==> src/rtl/sat_add_pkg.sv <==
package sat_add_pkg;
  typedef enum logic [2:0] {
    ST_IDLE, ST_RD_A, ST_RD_B, ST_ADD, ST_FIX, ST_FIN
  } eng_state_e;
  localparam int unsigned LANES = 4;
  localparam int unsigned LANE_W = 8;
  localparam int unsigned WORD_W = LANES * LANE_W;
endpackage

==> src/rtl/lane_carry_detect.sv <==
module lane_carry_detect
  import sat_add_pkg::*;
(
  input  logic [WORD_W-1:0] a_i,
  input  logic [WORD_W-1:0] b_i,
  input  logic [LANES-1:0]  lane_en_i,
  output logic [WORD_W-1:0] sum_o,
  output logic              ovf_o
);
  logic [WORD_W:0]    wide;
  logic [WORD_W:0]    carry_in;
  logic [LANES-1:0]   lane_cout;

  assign wide     = {1'b0, a_i} + {1'b0, b_i};
  // carry into each bit position of the wide add
  assign carry_in = wide ^ {1'b0, a_i ^ b_i};
  assign sum_o    = wide[WORD_W-1:0];

  for (genvar l = 0; l < LANES; l++) begin : g_cout
    assign lane_cout[l] = carry_in[(l+1)*LANE_W];
  end

  // lowest boundary carry always has zero carry-in, so any carry means a true lane overflow
  assign ovf_o = |(lane_cout & lane_en_i);
endmodule

==> src/rtl/lane_fix.sv <==
module lane_fix
  import sat_add_pkg::*;
(
  input  logic [WORD_W-1:0] a_i,
  input  logic [WORD_W-1:0] b_i,
  output logic [WORD_W-1:0] sat_o
);
  for (genvar l = 0; l < LANES; l++) begin : g_lane
    logic [LANE_W:0] s;
    assign s = {1'b0, a_i[l*LANE_W +: LANE_W]} + {1'b0, b_i[l*LANE_W +: LANE_W]};
    assign sat_o[l*LANE_W +: LANE_W] = s[LANE_W] ? {LANE_W{1'b1}} : s[LANE_W-1:0];
  end
endmodule

==> src/rtl/word_addr_gen.sv <==
module word_addr_gen
  import sat_add_pkg::*;
#(
  parameter int unsigned ADDR_W = 32,
  parameter int unsigned LEN_W  = 16
) (
  input  logic              clk_i,
  input  logic              rst_ni,
  input  logic              load_i,
  input  logic              step_i,
  input  logic [LEN_W-1:0]  len_i,
  input  logic [ADDR_W-1:0] base_a_i,
  input  logic [ADDR_W-1:0] base_b_i,
  input  logic [ADDR_W-1:0] base_d_i,
  output logic [ADDR_W-1:0] addr_a_o,
  output logic [ADDR_W-1:0] addr_b_o,
  output logic [ADDR_W-1:0] addr_d_o,
  output logic              last_o,
  output logic [LANES-1:0]  lane_en_o
);
  localparam int unsigned OFF_W = LEN_W - 1;

  logic [LEN_W-1:0]  len_q;
  logic [ADDR_W-1:0] ba_q, bb_q, bd_q;
  logic [OFF_W-1:0]  off_q;
  logic [LEN_W-1:0]  words;
  logic [ADDR_W-1:0] byte_off;

  always_ff @(posedge clk_i or negedge rst_ni) begin
    if (!rst_ni) begin
      len_q <= '0; ba_q <= '0; bb_q <= '0; bd_q <= '0; off_q <= '0;
    end else if (load_i) begin
      len_q <= len_i; ba_q <= base_a_i; bb_q <= base_b_i; bd_q <= base_d_i;
      off_q <= '0;
    end else if (step_i) begin
      off_q <= off_q + 1'b1;
    end
  end

  assign words    = LEN_W'(({1'b0, len_q} + (LEN_W+1)'(3)) >> 2);
  assign byte_off = ADDR_W'({off_q, 2'b00});
  assign addr_a_o = ba_q + byte_off;
  assign addr_b_o = bb_q + byte_off;
  assign addr_d_o = bd_q + byte_off;
  assign last_o   = (LEN_W'(off_q) == words - 1'b1);

  always_comb begin
    lane_en_o = '1;
    if (last_o) begin
      unique case (len_q[1:0])
        2'd1:    lane_en_o = 4'b0001;
        2'd2:    lane_en_o = 4'b0011;
        2'd3:    lane_en_o = 4'b0111;
        default: lane_en_o = 4'b1111;
      endcase
    end
  end

  p_len_stable_r9: assert property (@(posedge clk_i) disable iff (!rst_ni)
    (!load_i) |=> $stable(len_q));
endmodule

==> src/rtl/sat_add_engine.sv <==
module sat_add_engine
  import sat_add_pkg::*;
#(
  parameter int unsigned ADDR_W = 32,
  parameter int unsigned LEN_W  = 16,
  parameter int unsigned CNT_W  = 32
) (
  input  logic              clk_i,
  input  logic              rst_ni,
  input  logic              start_i,
  input  logic [LEN_W-1:0]  len_i,
  input  logic [ADDR_W-1:0] src_a_i,
  input  logic [ADDR_W-1:0] src_b_i,
  input  logic [ADDR_W-1:0] dst_i,
  output logic              mem_re_o,
  output logic [ADDR_W-1:0] mem_raddr_o,
  input  logic [WORD_W-1:0] mem_rdata_i,
  output logic              mem_we_o,
  output logic [ADDR_W-1:0] mem_waddr_o,
  output logic [WORD_W-1:0] mem_wdata_o,
  output logic [LANES-1:0]  mem_be_o,
  output logic              done_o,
  output logic [CNT_W-1:0]  cycles_o,
  output logic [CNT_W-1:0]  fixes_o
);
  eng_state_e state_q, state_d;
  logic [WORD_W-1:0] a_q, b_q, wide_sum, fixed;
  logic [ADDR_W-1:0] addr_a, addr_b, addr_d;
  logic [LANES-1:0]  lane_en;
  logic last, ovf, load, step, busy;
  logic [CNT_W-1:0] cyc_q, fix_q;

  assign load = (state_q == ST_IDLE) && start_i;
  assign busy = (state_q == ST_RD_A) || (state_q == ST_RD_B) ||
                (state_q == ST_ADD) || (state_q == ST_FIX);

  word_addr_gen #(.ADDR_W(ADDR_W), .LEN_W(LEN_W)) u_addr (
    .clk_i, .rst_ni, .load_i(load), .step_i(step), .len_i,
    .base_a_i(src_a_i), .base_b_i(src_b_i), .base_d_i(dst_i),
    .addr_a_o(addr_a), .addr_b_o(addr_b), .addr_d_o(addr_d),
    .last_o(last), .lane_en_o(lane_en)
  );

  lane_carry_detect u_det (
    .a_i(a_q), .b_i(mem_rdata_i), .lane_en_i(lane_en),
    .sum_o(wide_sum), .ovf_o(ovf)
  );

  lane_fix u_fix (.a_i(a_q), .b_i(b_q), .sat_o(fixed));

  always_comb begin
    state_d     = state_q;
    mem_re_o    = 1'b0;
    mem_raddr_o = addr_a;
    mem_we_o    = 1'b0;
    mem_wdata_o = wide_sum;
    step        = 1'b0;
    unique case (state_q)
      ST_IDLE: if (start_i) state_d = (len_i == '0) ? ST_FIN : ST_RD_A;
      ST_RD_A: begin mem_re_o = 1'b1; state_d = ST_RD_B; end
      ST_RD_B: begin mem_re_o = 1'b1; mem_raddr_o = addr_b; state_d = ST_ADD; end
      ST_ADD: begin
        if (ovf) state_d = ST_FIX;
        else begin
          mem_we_o = 1'b1;
          step     = !last;
          state_d  = last ? ST_FIN : ST_RD_A;
        end
      end
      ST_FIX: begin
        mem_we_o    = 1'b1;
        mem_wdata_o = fixed;
        step        = !last;
        state_d     = last ? ST_FIN : ST_RD_A;
      end
      ST_FIN:  state_d = ST_IDLE;
      default: state_d = ST_IDLE;
    endcase
  end

  assign mem_waddr_o = addr_d;
  assign mem_be_o    = lane_en;
  assign done_o      = (state_q == ST_FIN);
  assign cycles_o    = cyc_q;
  assign fixes_o     = fix_q;

  always_ff @(posedge clk_i or negedge rst_ni) begin
    if (!rst_ni) begin
      state_q <= ST_IDLE;
      a_q <= '0; b_q <= '0; cyc_q <= '0; fix_q <= '0;
    end else begin
      state_q <= state_d;
      if (state_q == ST_RD_B) a_q <= mem_rdata_i;
      if (state_q == ST_ADD)  b_q <= mem_rdata_i;
      if (load) begin
        cyc_q <= '0;
        fix_q <= '0;
      end else begin
        if (busy) cyc_q <= cyc_q + 1'b1;
        if (state_q == ST_FIX) fix_q <= fix_q + 1'b1;
      end
    end
  end

  p_fix_after_add_r3: assert property (@(posedge clk_i) disable iff (!rst_ni)
    (state_q == ST_FIX) |-> ($past(state_q) == ST_ADD) && mem_we_o);
  p_no_overflow_r2: assert property (@(posedge clk_i) disable iff (!rst_ni)
    (state_q == ST_ADD && !ovf) |-> mem_we_o && mem_wdata_o == wide_sum);
  p_done_pulse_r8: assert property (@(posedge clk_i) disable iff (!rst_ni)
    done_o |=> !done_o);
  p_done_after_write_r8: assert property (@(posedge clk_i) disable iff (!rst_ni)
    (mem_we_o && last) |=> done_o);
  p_be_nonzero_r5: assert property (@(posedge clk_i) disable iff (!rst_ni)
    mem_we_o |-> mem_be_o != '0);
  p_rw_exclusive_r4: assert property (@(posedge clk_i) disable iff (!rst_ni)
    !(mem_re_o && mem_we_o));
  p_fix_count_r7: assert property (@(posedge clk_i) disable iff (!rst_ni)
    (state_q == ST_FIX) |=> fix_q == $past(fix_q) + 1'b1);
endmodule

==> config.mk <==
export PLATFORM = sky130hd
export DESIGN_NAME = sat_add_engine
export DESIGN_NICKNAME = d
export VERILOG_FILES = /design/src/rtl/sat_add_pkg.sv /design/src/rtl/lane_carry_detect.sv /design/src/rtl/lane_fix.sv /design/src/rtl/word_addr_gen.sv /design/src/rtl/sat_add_engine.sv
export SDC_FILE = /design/constraint.sdc
export NUM_CORES = 1
export LEC_CHECK = 0
export BUFFER_PORTS_ARGS = -buffer_cell sky130_fd_sc_hd__buf_4
export CAP_MARGIN = 20
export CORE_UTILIZATION = 40
export DETAILED_ROUTE_END_ITERATION = 10
export PLACE_DENSITY = 0.6
export REMOVE_ABC_BUFFERS = 1
export SLEW_MARGIN = 20
export SYNTH_ARGS = -nofsm -noshare
export SYNTH_HDL_FRONTEND = slang
export SYNTH_SLANG_ARGS = --single-unit
==> constraint.sdc <==
create_clock -name clk_i -period 6.17 [get_ports clk_i]
set_input_delay 0.3085 -clock clk_i [delete_from_list [all_inputs] [get_ports clk_i]]
set_output_delay 0.3085 -clock clk_i [all_outputs]
set_load 0.02 [all_outputs]
==> results of run 1 <==
[metrics by stage]
stage | total power (W) | instances | hold slack [ns] | area (sq um) | util [%]
6_report | 0.0114 | 3039 | 0.0264 | 22300 | 53.2
5_1_grt | 0.0123 | 3039 | 0.0461 | 22300 | 53.2
4_1_cts | 0.0115 | 3039 | 0.00136 | 22300 | 53.2
3_5_place_dp | 0.00937 | 2837 | 0.365 | 19800 | 47.2
3_3_place_gp | 0.00926 | 2837 | 0.370 | 19800 | 47.2
2_1_floorplan | 0.00716 | 1972 | 0.0129 | 16600 | -
[per-layer routing]
layer | vias to the layer above | routed length (um) | track usage [%]
met5 | - | 0 | 0
met4 | 0 | 1300 | 7.54
met3 | 71 | 2600 | 4.50
met2 | 346 | 23800 | 39.0
met1 | 7590 | 22500 | 29.5
li1 | 7888 | - | -
[power by group through the flow]
stage                     clock network, W  registers (W)  logic (W)
after CTS                          0.00207        0.00285    0.00660
final                              0.00201        0.00285    0.00658
after global placement                   0        0.00285    0.00641
after detailed placement                 0        0.00287    0.00650
after floorplan                          0        0.00274    0.00442
after global routing               0.00213        0.00294    0.00725
[what timing repair did]
item | in CTS | in global routing
endpoints found under the hold margin | 248 | 0
hold buffers | 142 | 0
setup buffers | 0 | 0
[worst max-delay path: cells and delay by family, from the launching register on]
kind	cells	cell delay, ns
adder cells (fa/ha/maj)	1	0.22
AO/OA/AOI/OAI	7	1.98
AND/OR/NAND/NOR	6	1.29
XOR/XNOR	1	0.15
flip-flops	1	0.45
buffers and inverters	2	0.51
[flip-flops by register name, summed over array words and instances, names as in the netlist]
name          count
b_q              32
u_addr.len_q     16
a_q              32
u_addr.bb_q      32
u_addr.bd_q      32
fixes_o          32
u_addr.off_q     15
u_addr.ba_q      32
state_q           3
cycles_o         32
[cell type report]
class / count / area [sq um] / area share (%)
repair buffers: 468 / 3880 / 17.4
inverters: 62 / 233 / 1.04
flip-flops and latches: 258 / 6460 / 28.9
clock inverters: 14 / 154 / 0.689
well taps: 539 / 674 / 3.02
clock buffers: 46 / 976 / 4.37
multi-input cells: 1652 / 9960 / 44.6
[cells by family (layout without fill, tap and decap cells)]
logic type | Yosys count | count (layout) | share of synthesized area, %
and+or+nand+nor | 959 | 959 | 24.9
AOI/OAI and AO/OA | 367 | 367 | 13.5
DFF | 258 | 258 | 38.0
xor gates and xnor gates | 159 | 159 | 8.19
buffers and inverters | 149 | 590 | 3.57
adders and majority gates | 108 | 108 | 8.26
muxes | 58 | 58 | 3.62
other | 1 | 1 | 0.0221
[placed cells by master (no fill, tap or decap), types with 11 or more instances in the layout]
cell type	instances
dfrtp_1	258
mux2i_1	30
ha_1	101
clkbuf_16	34
nand2_1	587
mux2_2	28
inv_1	62
nor3_1	27
buf_4	325
a21oi_1	103
or3_1	15
nor4_1	11
dlygate4sd3_1	142
xor2_1	76
o21ai_0	96
xnor2_1	83
a21o_1	33
nor2_1	107
nand4_1	23
nand2b_1	14
o31ai_1	22
and2_1	13
a31oi_1	22
nand3_1	67
o21bai_1	11
o211ai_1	13
and3_1	35
[worst paths after layout]
path,slack (ns),endpoint,cells past startpoint,from
max in group asynchronous,4.41,u_addr.len_q[5]$_DFFE_PN0P_,3,rst_ni
setup reg to reg,2.18,u_addr.off_q[14]$_DFFE_PN0P_,10,a_q[4]$_DFFE_PN0P_
hold / removal,0.03,u_addr.len_q[1]$_DFFE_PN0P_,3,len_i[1]
min in group asynchronous,0.33,b_q[3]$_DFFE_PN0P_,2,rst_ni
setup / recovery,0.70,mem_raddr_o[30],17,state_q[2]$_DFFE_PN0P_
hold reg to reg,0.47,u_addr.ba_q[30]$_DFFE_PN0P_,2,u_addr.ba_q[30]$_DFFE_PN0P_
==> metrics, run 1 <==
grt ovf 0; Final Cycle Share a little under 90%; crit path time final 5.47 ns; post-route ant nets 0; filler instances 3893; Leak Pwr 11.0 nW; syn_area_per_cell ~8.3 sq um; CP Launch Type register; Max Cap Viol 0; diode count 0; outcome finished, final reports clean; final setup violating endpoints 0; Async S/R FF share, synth 100%; H-tree levels 2; Crit Path Max Fanout 26; first-pass GRT wire length between 80000 and 90000 um; sw frac 45.8%; detailed placer's ending HPWL 35800 um; setup slack at placement between 1 and 1.5 ns; Clk pwr share between 10% and 20%; part of the power in registers between 20% and 30%; die area around 43000 sq um; maximum VDD drop roughly 0.27 mV; Tightest Hold Check Type in2reg; number of synthesized register bits roughly 260; most frequent cell after synthesis nand2_1; # resized after CTS 0; Via Count roughly 16000; DRT iter0 DRCs around 870; Area Growth Syn to Fin 31.3%; main area contributors after synthesis dfrtp_1, nand2_1, ha_1, xnor2_1, xor2_1; Internal Dissipation slightly above 0.006 W; die extent in x 208 um; row count 75; WP data required 5.86 ns; clock sinks roughly 260; worst-margin pin slew 1.03 ns; Most used DFF post-synth dfrtp_1; count of different cell masters after synthesis between 70 and 80; IO Pins about 310; vias per cell between 5 and 6; final setup TNS 0 ns; max_slew headroom between 30% and 40%; Setup crit end kind primary output; GRT Overall Usage 23.1%; Synthesis Warnings 0; max incr delay on CP 0.87 ns; DRC errors left 0; Die Y approximately 210 um; DRT Wirelength approximately 50000 um; initial antenna violation count 0; Critical-path top delay cell o41ai_1; register area share after synthesis 38.0%; top cell type by total area after synthesis dfrtp_1; pwr dens 512 nW/um^2; starting density of the core 40.5%; CTS tree built; Max clock buf depth 3; CP Cell Sequence nor2b_1 > nor2b_4 > buf_4 > nand2_1 > nand2_1 > fa_1 > a21o_1 > a21oi_1 > o21bai_1 > a21oi_1 > o21ai_0 > a211oi_1 > o41ai_1 > nand2_1 > nor2_1 > xnor2_1 > buf_4; CP dominant cell by count nand2_1; CP Data Arrival Time around 5.2 ns; clk_lat worst skew between 0.5 and 0.6 ns; Max Clk Rate 0.183 GHz; Clock transition at path regs ~0.06 ns; number of global-route vias before repair 15725; drt pass-1 iters 7; synth cell count leaders nand2_1, dfrtp_1, nor2_1, a21oi_1, ha_1; WL/cell 16.5 um; largest net degree at the start of global routing slightly above 90; core area around 42000 sq um; Synth Cell Area about 17000 sq um; combinational fraction of design power about 57%; Nets ~2700; Slew Limit Fails 0; Port Buffers 312; layout cell share with drive strength beyond 1 approximately 17%; EDFF count, synth 0; sw power roughly 0.0052 W; clock buffer count from CTS 34; final RePlAce weighted congestion roughly 0.87; Yosys top cell area share 38.0%; RSZ-0062 raised after global routing false; root buffer cell clkbuf_16; synthesized instance count around 2100; Layout Skew about 0.030 ns; CP Class reg2out; final worst slack 0.703 ns; Fin. Hold Viols 0
No activity file was read; power rests on OpenSTA's default activity.
==> run 2: changes to the inputs <==
- CORE_UTILIZATION: 40 -> 45
- PLACE_DENSITY: 0.6 -> 0.66
==> metrics, run 2 (synthesis gave the netlist of run 1 again) <==
final instance area 22300 sq um (about the same); DRT Wirelength 50000 um (was 50100 um); post-CTS setup buffers 0 (unchanged); Crit Path Max Fanout 26 (unchanged); clock buffer count from CTS 34 (unchanged); CTS tree built (unchanged); Via Count 16119 (was 15895); Max clock buf depth 3 (unchanged); crit path time final 5.40 ns (was 5.47 ns); H-tree levels 2 (unchanged); layout cell share with drive strength beyond 1 17.3% (was 17.4%); register area 6460 sq um (unchanged); Clk pwr share 17.8% (was 17.6%); Fin. Hold Viols 0 (unchanged); Core Util, Final 60.5% (was 53.2%); pwr dens 513 nW/um^2 (was 512 nW/um^2); IO Pins 314 (unchanged); DRT iter0 DRCs 854 (was 872); root buffer cell clkbuf_16 (unchanged); Internal Dissipation 0.00627 W (was 0.00621 W); CP dominant cell by count nand2_1 (unchanged); filler instances 3158 (was 3893); Port Buffers 312 (unchanged); number of global-route vias before repair 15960 (was 15725); kind of cell adding the most delay to the critical path compound AO/OA/AOI/OAI gates (unchanged); largest net degree at the start of global routing 121 (was 93); core area 36900 sq um (was 41900 sq um); Hold Slack 0.0382 ns (was 0.0264 ns); hold endpoint u_addr.len_q[0]$_DFFE_PN0P_ (was u_addr.len_q[1]$_DFFE_PN0P_); Post-DP Area 19700 sq um (was 19800 sq um); Die Y 196 um (was 208 um); multi-input logic area 9970 sq um (was 9960 sq um); Nets 2729 (was 2731); Layout Skew 0.0231 ns (was 0.0296 ns); R2R Path End u_addr.off_q[10]$_DFFE_PN0P_ (was u_addr.off_q[14]$_DFFE_PN0P_); starting density of the core 46.1% (was 40.5%); Clock transition at path regs 0.06 ns (about the same); Hold Crit Depth 3 (unchanged); worst-margin pin slew 1.01 ns (was 1.03 ns); Area Growth Syn to Fin 31.2% (was 31.3%); WL/cell 16.7 um (was 16.5 um); detailed placer's ending HPWL 34400 um (was 35800 um); final setup TNS 0 ns (unchanged); first-pass GRT wire length 80600 um (was 81400 um); Final Cycle Share 87.4% (was 88.6%); row count 70 (was 75); clk_lat worst skew 0.54 ns (was 0.55 ns); CP Launch Type register (unchanged); grt ovf 0 (unchanged); reg2reg start a_q[0]$_DFFE_PN0P_ (was a_q[4]$_DFFE_PN0P_); max incr delay on CP 0.62 ns (was 0.87 ns); drt pass-1 iters 5 (was 7); WP data required 5.86 ns (about the same); sw power 0.00518 W (was 0.00523 W); setup slack at placement 1.12 ns (was 1.29 ns); final worst slack 0.775 ns (was 0.703 ns); GRT Overall Usage 25.9% (was 23.1%); max_slew headroom 32.7% (was 31.6%); part of the power in registers 25.0% (was 24.9%); final setup violating endpoints 0 (unchanged); sw frac 45.2% (was 45.8%); Tightest Hold Check Type in2reg (unchanged); CP Class reg2out (unchanged); combinational fraction of design power 57.3% (was 57.5%); Leak Pwr 11.0 nW (about the same); CP Cell Sequence nor2b_1 > nor2b_4 > buf_4 > nand2_1 > nand2_1 > ha_1 > fa_1 > a21o_1 > a21oi_1 > o21bai_1 > a21oi_1 > o21ai_0 > a211oi_1 > o41ai_2 > nand2_1 > nor2_1 > xnor2_1 > buf_4 (was nor2b_1 > nor2b_4 > buf_4 > nand2_1 > nand2_1 > fa_1 > a21o_1 > a21oi_1 > o21bai_1 > a21oi_1 > o21ai_0 > a211oi_1 > o41ai_1 > nand2_1 > nor2_1 > xnor2_1 > buf_4); Setup crit end kind primary output (unchanged); setup slack, reg-to-reg 2.16 ns (was 2.18 ns); Max Clk Rate 0.185 GHz (was 0.183 GHz); commonest non-fill, non-tap cell in the layout nand2_1 (unchanged); die extent in x 196 um (was 208 um); Hold Startpoint len_i[0] (was len_i[1]); Critical-path top delay cell o41ai_2 (was o41ai_1); die area 38600 sq um (was 43300 sq um); Slew Limit Fails 0 (unchanged); CP Data Arrival Time 5.09 ns (was 5.16 ns); most frequent cells in the layout nand2_1, buf_4, dfrtp_1 (unchanged); Critical path buffers and inverters 2 (unchanged); maximum VDD drop 0.280 mV (was 0.273 mV); Max Cap Viol 0 (unchanged); outcome finished, final reports clean (unchanged); DRC errors left 0 (unchanged); RSZ-0062 raised after global routing false (unchanged); clock sinks 258 (unchanged); initial antenna violation count 0 (unchanged); post-route ant nets 0 (unchanged); R2R depth 14 (was 10); final RePlAce weighted congestion 0.873 (was 0.875); vias per cell 5.37 (was 5.23)
==> run 2: cell count changes in the layout (fill, tap and decap cells not counted), sizes merged <==
cell      change
buf           -2
clkbuf        +6
clkinv        -3
clkinvlp      -2
diode         +1
inv           -3
==> run 2: worst max path at each step <==
stage / start / end / slack (ns) / cells past startpoint
floorplan: state_q[2]$_DFFE_PN0P_ / mem_raddr_o[18] / 0.32 / 16
global placement: state_q[2]$_DFFE_PN0P_ / mem_raddr_o[30] / 1.23 / 18
detailed placement: state_q[2]$_DFFE_PN0P_ / mem_raddr_o[30] / 1.12 / 18
CTS: state_q[2]$_DFFE_PN0P_ / mem_raddr_o[30] / 0.49 / 18
global route: state_q[2]$_DFFE_PN0P_ / mem_raddr_o[30] / 0.31 / 18
finish: state_q[2]$_DFFE_PN0P_ / mem_raddr_o[30] / 0.77 / 18
==> run 2: metrics by stage <==
stage          power [W]  cells
2_1_floorplan    0.00716   1972
3_3_place_gp     0.00917   2800
3_5_place_dp     0.00931   2800
4_1_cts           0.0115   3000
5_1_grt           0.0123   3000
6_report          0.0115   3001
==> run 2: layout make-up <==
cell class | count | share of cell area, %
multi-input combinational | 1652 | 44.7
sequential | 258 | 28.9
timing repair buffer | 466 | 17.3
clock buffer | 52 | 4.79
tap | 504 | 2.83
inverter | 62 | 1.04
clock inverter | 6 | 0.387
antenna | 1 | 0.0112
==> run 2: tightest hold or removal path, stage by stage <==
cell and delay, ns:
buf_4 0.09, nand2_1 0.06, o21ai_0 0.07
==> run 2: power groups by stage <==
| stage | clock network [W] | registers [W] | logic, W |
|---|---|---|---|
| global route | 0.00216 | 0.00295 | 0.00721 |
| CTS | 0.00209 | 0.00285 | 0.00655 |
| floorplan | 0 | 0.00274 | 0.00442 |
| finish | 0.00203 | 0.00286 | 0.00656 |
| global placement | 0 | 0.00285 | 0.00632 |
| detailed placement | 0 | 0.00287 | 0.00644 |
==> run 2: layer usage <==
| layer | track usage, % | wire length, um | vias up |
|---|---|---|---|
| met1 | 33.2 | 21800 | 7711 |
| met5 | 0 | 0 | - |
| met2 | 43.5 | 23700 | 446 |
| met4 | 7.52 | 1150 | 0 |
| li1 | - | - | 7889 |
| met3 | 5.87 | 3300 | 73 |
==> run 2: timing repair <==
action | in CTS | in global routing
gates resized for setup | 0 | 1
hold buffers | 142 | 0
setup endpoints to repair | 0 | 2
hold endpoints to repair | 263 | 0
==> run 3: changes to the inputs <==
- CORE_ASPECT_RATIO: default -> 1.1
- clock period: 6.17 -> 6.8 ns (I/O delays scaled with it)
==> metrics, run 3 (synthesis gave the netlist of run 1 again) <==
initial antenna violation count 1 (was 0); commonest non-fill, non-tap cell in the layout nand2_1 (unchanged); post-route ant nets 0 (unchanged); DRT Wirelength 48300 um (was 50000 um); max incr delay on CP 0.87 ns (was 0.62 ns); Fin. Hold Viols 0 (unchanged); Leak Pwr 10.7 nW (was 11.0 nW); CP Class reg2out (unchanged); largest net degree at the start of global routing 173 (was 121); Area Growth Syn to Fin 26.5% (was 31.2%); DRC errors left 0 (unchanged); Internal Dissipation 0.00558 W (was 0.00627 W); part of the power in registers 25.3% (was 25.0%); Clk pwr share 17.2% (was 17.8%); Port Buffers 312 (unchanged); WP data required 6.46 ns (was 5.86 ns); CP dominant cell by count nand2_1 (unchanged); die extent in x 187 um (was 196 um); die area 38600 sq um (about the same); Core Util, Final 57.8% (was 60.5%); starting density of the core 45.7% (was 46.1%); first-pass GRT wire length 78000 um (was 80600 um); max_slew headroom 14.9% (was 32.7%); clock sinks 258 (unchanged); Non-Filler Instances 2918 (was 3001); layout cell share with drive strength beyond 1 17.8% (was 17.3%); Hold Buf Count CTS 68 (was 142); final setup TNS 0 ns (unchanged); final total power 0.0103 W (was 0.0115 W); maximum VDD drop 0.297 mV (was 0.280 mV); crit path time final around 5.5 ns; CTS tree built (unchanged); dpl cells 2788 (was 2800); H-tree levels 2 (unchanged); pwr dens 477 nW/um^2 (was 513 nW/um^2); GRT Overall Usage 24.7% (was 25.9%); IO Pins 314 (unchanged); number of global-route vias before repair 15549 (was 15960); drt pass-1 iters 5 (unchanged); post-CTS setup buffers 0 (unchanged); Layout Skew 0.0141 ns (was 0.0231 ns); Nets 2654 (was 2729); Setup crit end kind primary output (unchanged); WL/cell 16.6 um (was 16.7 um); DRT iter0 DRCs 858 (was 854); sw power 0.00469 W (was 0.00518 W); clock buffer count from CTS 34 (unchanged); Max Cap Viol 0 (unchanged); CP Data Arrival Time 5.12 ns (was 5.09 ns); clk_lat worst skew 0.52 ns (was 0.54 ns); combinational fraction of design power 57.5% (was 57.3%); Clock transition at path regs 0.06 ns (about the same); Via Count 15783 (was 16119); row count 74 (was 70); Crit Path Max Fanout 26 (unchanged); CP Cell Sequence nor2b_1 > nor2b_4 > buf_4 > nand2_1 > nand2_1 > fa_1 > a21o_1 > a21oi_1 > o21bai_1 > a21oi_1 > o21ai_0 > a211oi_1 > o41ai_1 > nand2_1 > nor2_1 > xnor2_1 > buf_4 (was nor2b_1 > nor2b_4 > buf_4 > nand2_1 > nand2_1 > ha_1 > fa_1 > a21o_1 > a21oi_1 > o21bai_1 > a21oi_1 > o21ai_0 > a211oi_1 > o41ai_2 > nand2_1 > nor2_1 > xnor2_1 > buf_4); sw frac 45.7% (was 45.2%); final setup violating endpoints 0 (unchanged); Max Clk Rate roughly 0.18 GHz; grt ovf 0 (unchanged); Tightest Hold Check Type in2reg (unchanged); worst-margin pin slew 1.28 ns (was 1.01 ns); core area 37200 sq um (was 36900 sq um); Final Cycle Share 80.2%; # resized after CTS 0 (unchanged); final RePlAce weighted congestion 0.875 (was 0.873); Max clock buf depth 3 (unchanged); RSZ-0062 raised after global routing false (unchanged); Slew Limit Fails 0 (unchanged); vias per cell 5.41 (was 5.37); outcome finished, final reports clean (unchanged); Critical-path top delay cell o41ai_1 (was o41ai_2); root buffer cell clkbuf_16 (unchanged); most frequent cells in the layout nand2_1, buf_4, dfrtp_1 (unchanged); detailed placer's ending HPWL 34200 um (was 34400 um); Die Y 206 um (was 196 um); CP Launch Type register (unchanged)
[run 3: cell count changes in the layout (fill, tap and decap cells not counted), sizes merged]
cell         before  now
bufinv            2    1
buf             324  323
clkinv            2    9
dlygate4sd3     142   68
inv              63   64
clkbuf           52   47
[run 3: stage by stage]
step	instance area [sq um]	setup slack (ns)	hold slack, ns
finish	21500	1.34	0.0157
global placement	19700	1.96	0.386
global route	21500	0.833	0.00841
detailed placement	19700	1.97	0.387
CTS	21500	1.36	0.000128
floorplan	16600	0.919	0.0444
[run 3: metal layers]
layer  track usage, %  wire (um)  up-vias
met4             9.46       1510        0
li1                 -          -     7742
met3             5.71       3450      103
met2             42.1      23000      467
met5                0          0        -
met1             30.5      20300     7471
[run 3: final timing paths]
kind | from | end | slack (ns) | cells after the start
worst min-delay path | src_b_i[6] | u_addr.bb_q[6]$_DFFE_PN0P_ | 0.02 | 3
worst min register to register | u_addr.ba_q[9]$_DFFE_PN0P_ | u_addr.ba_q[9]$_DFFE_PN0P_ | 0.48 | 2
min in group asynchronous | rst_ni | a_q[10]$_DFFE_PN0P_ | 0.38 | 2
max in group asynchronous | rst_ni | u_addr.ba_q[10]$_DFFE_PN0P_ | 4.82 | 3
worst max register to register | a_q[0]$_DFFE_PN0P_ | u_addr.off_q[5]$_DFFE_PN0P_ | 2.68 | 14
worst max-delay path | state_q[2]$_DFFE_PN0P_ | mem_raddr_o[22] | 1.34 | 17
[run 3: power by group through the flow]
stage	sequential [W]	combinational, W	clock [W]
6_report	0.00259	0.00591	0.00177
5_1_grt	0.00267	0.00651	0.00187
4_1_cts	0.00259	0.00593	0.00182
3_5_place_dp	0.00261	0.00586	0
3_3_place_gp	0.00259	0.00576	0
2_1_floorplan	0.00249	0.00401	0
[run 3: final cells by class]
cell class	instances	area [sq um]
inverters	62	233
clock inverters	13	108
flip-flops and latches	258	6460
multi-input cells	1652	9960
diodes	1	2.50
fillers	3392	15700
clock buffers	47	1000
repair buffers	391	3130
well taps	494	618
[run 3: worst max-delay path, delay by kind of cell, from the launching register on]
kind / cells / cell delay (ns)
fa+ha+maj: 1 / 0.22
xor+xnor: 1 / 0.15
flops: 1 / 0.45
simple gates: 6 / 1.34
buf+inv: 2 / 0.51
compound gates: 7 / 1.93
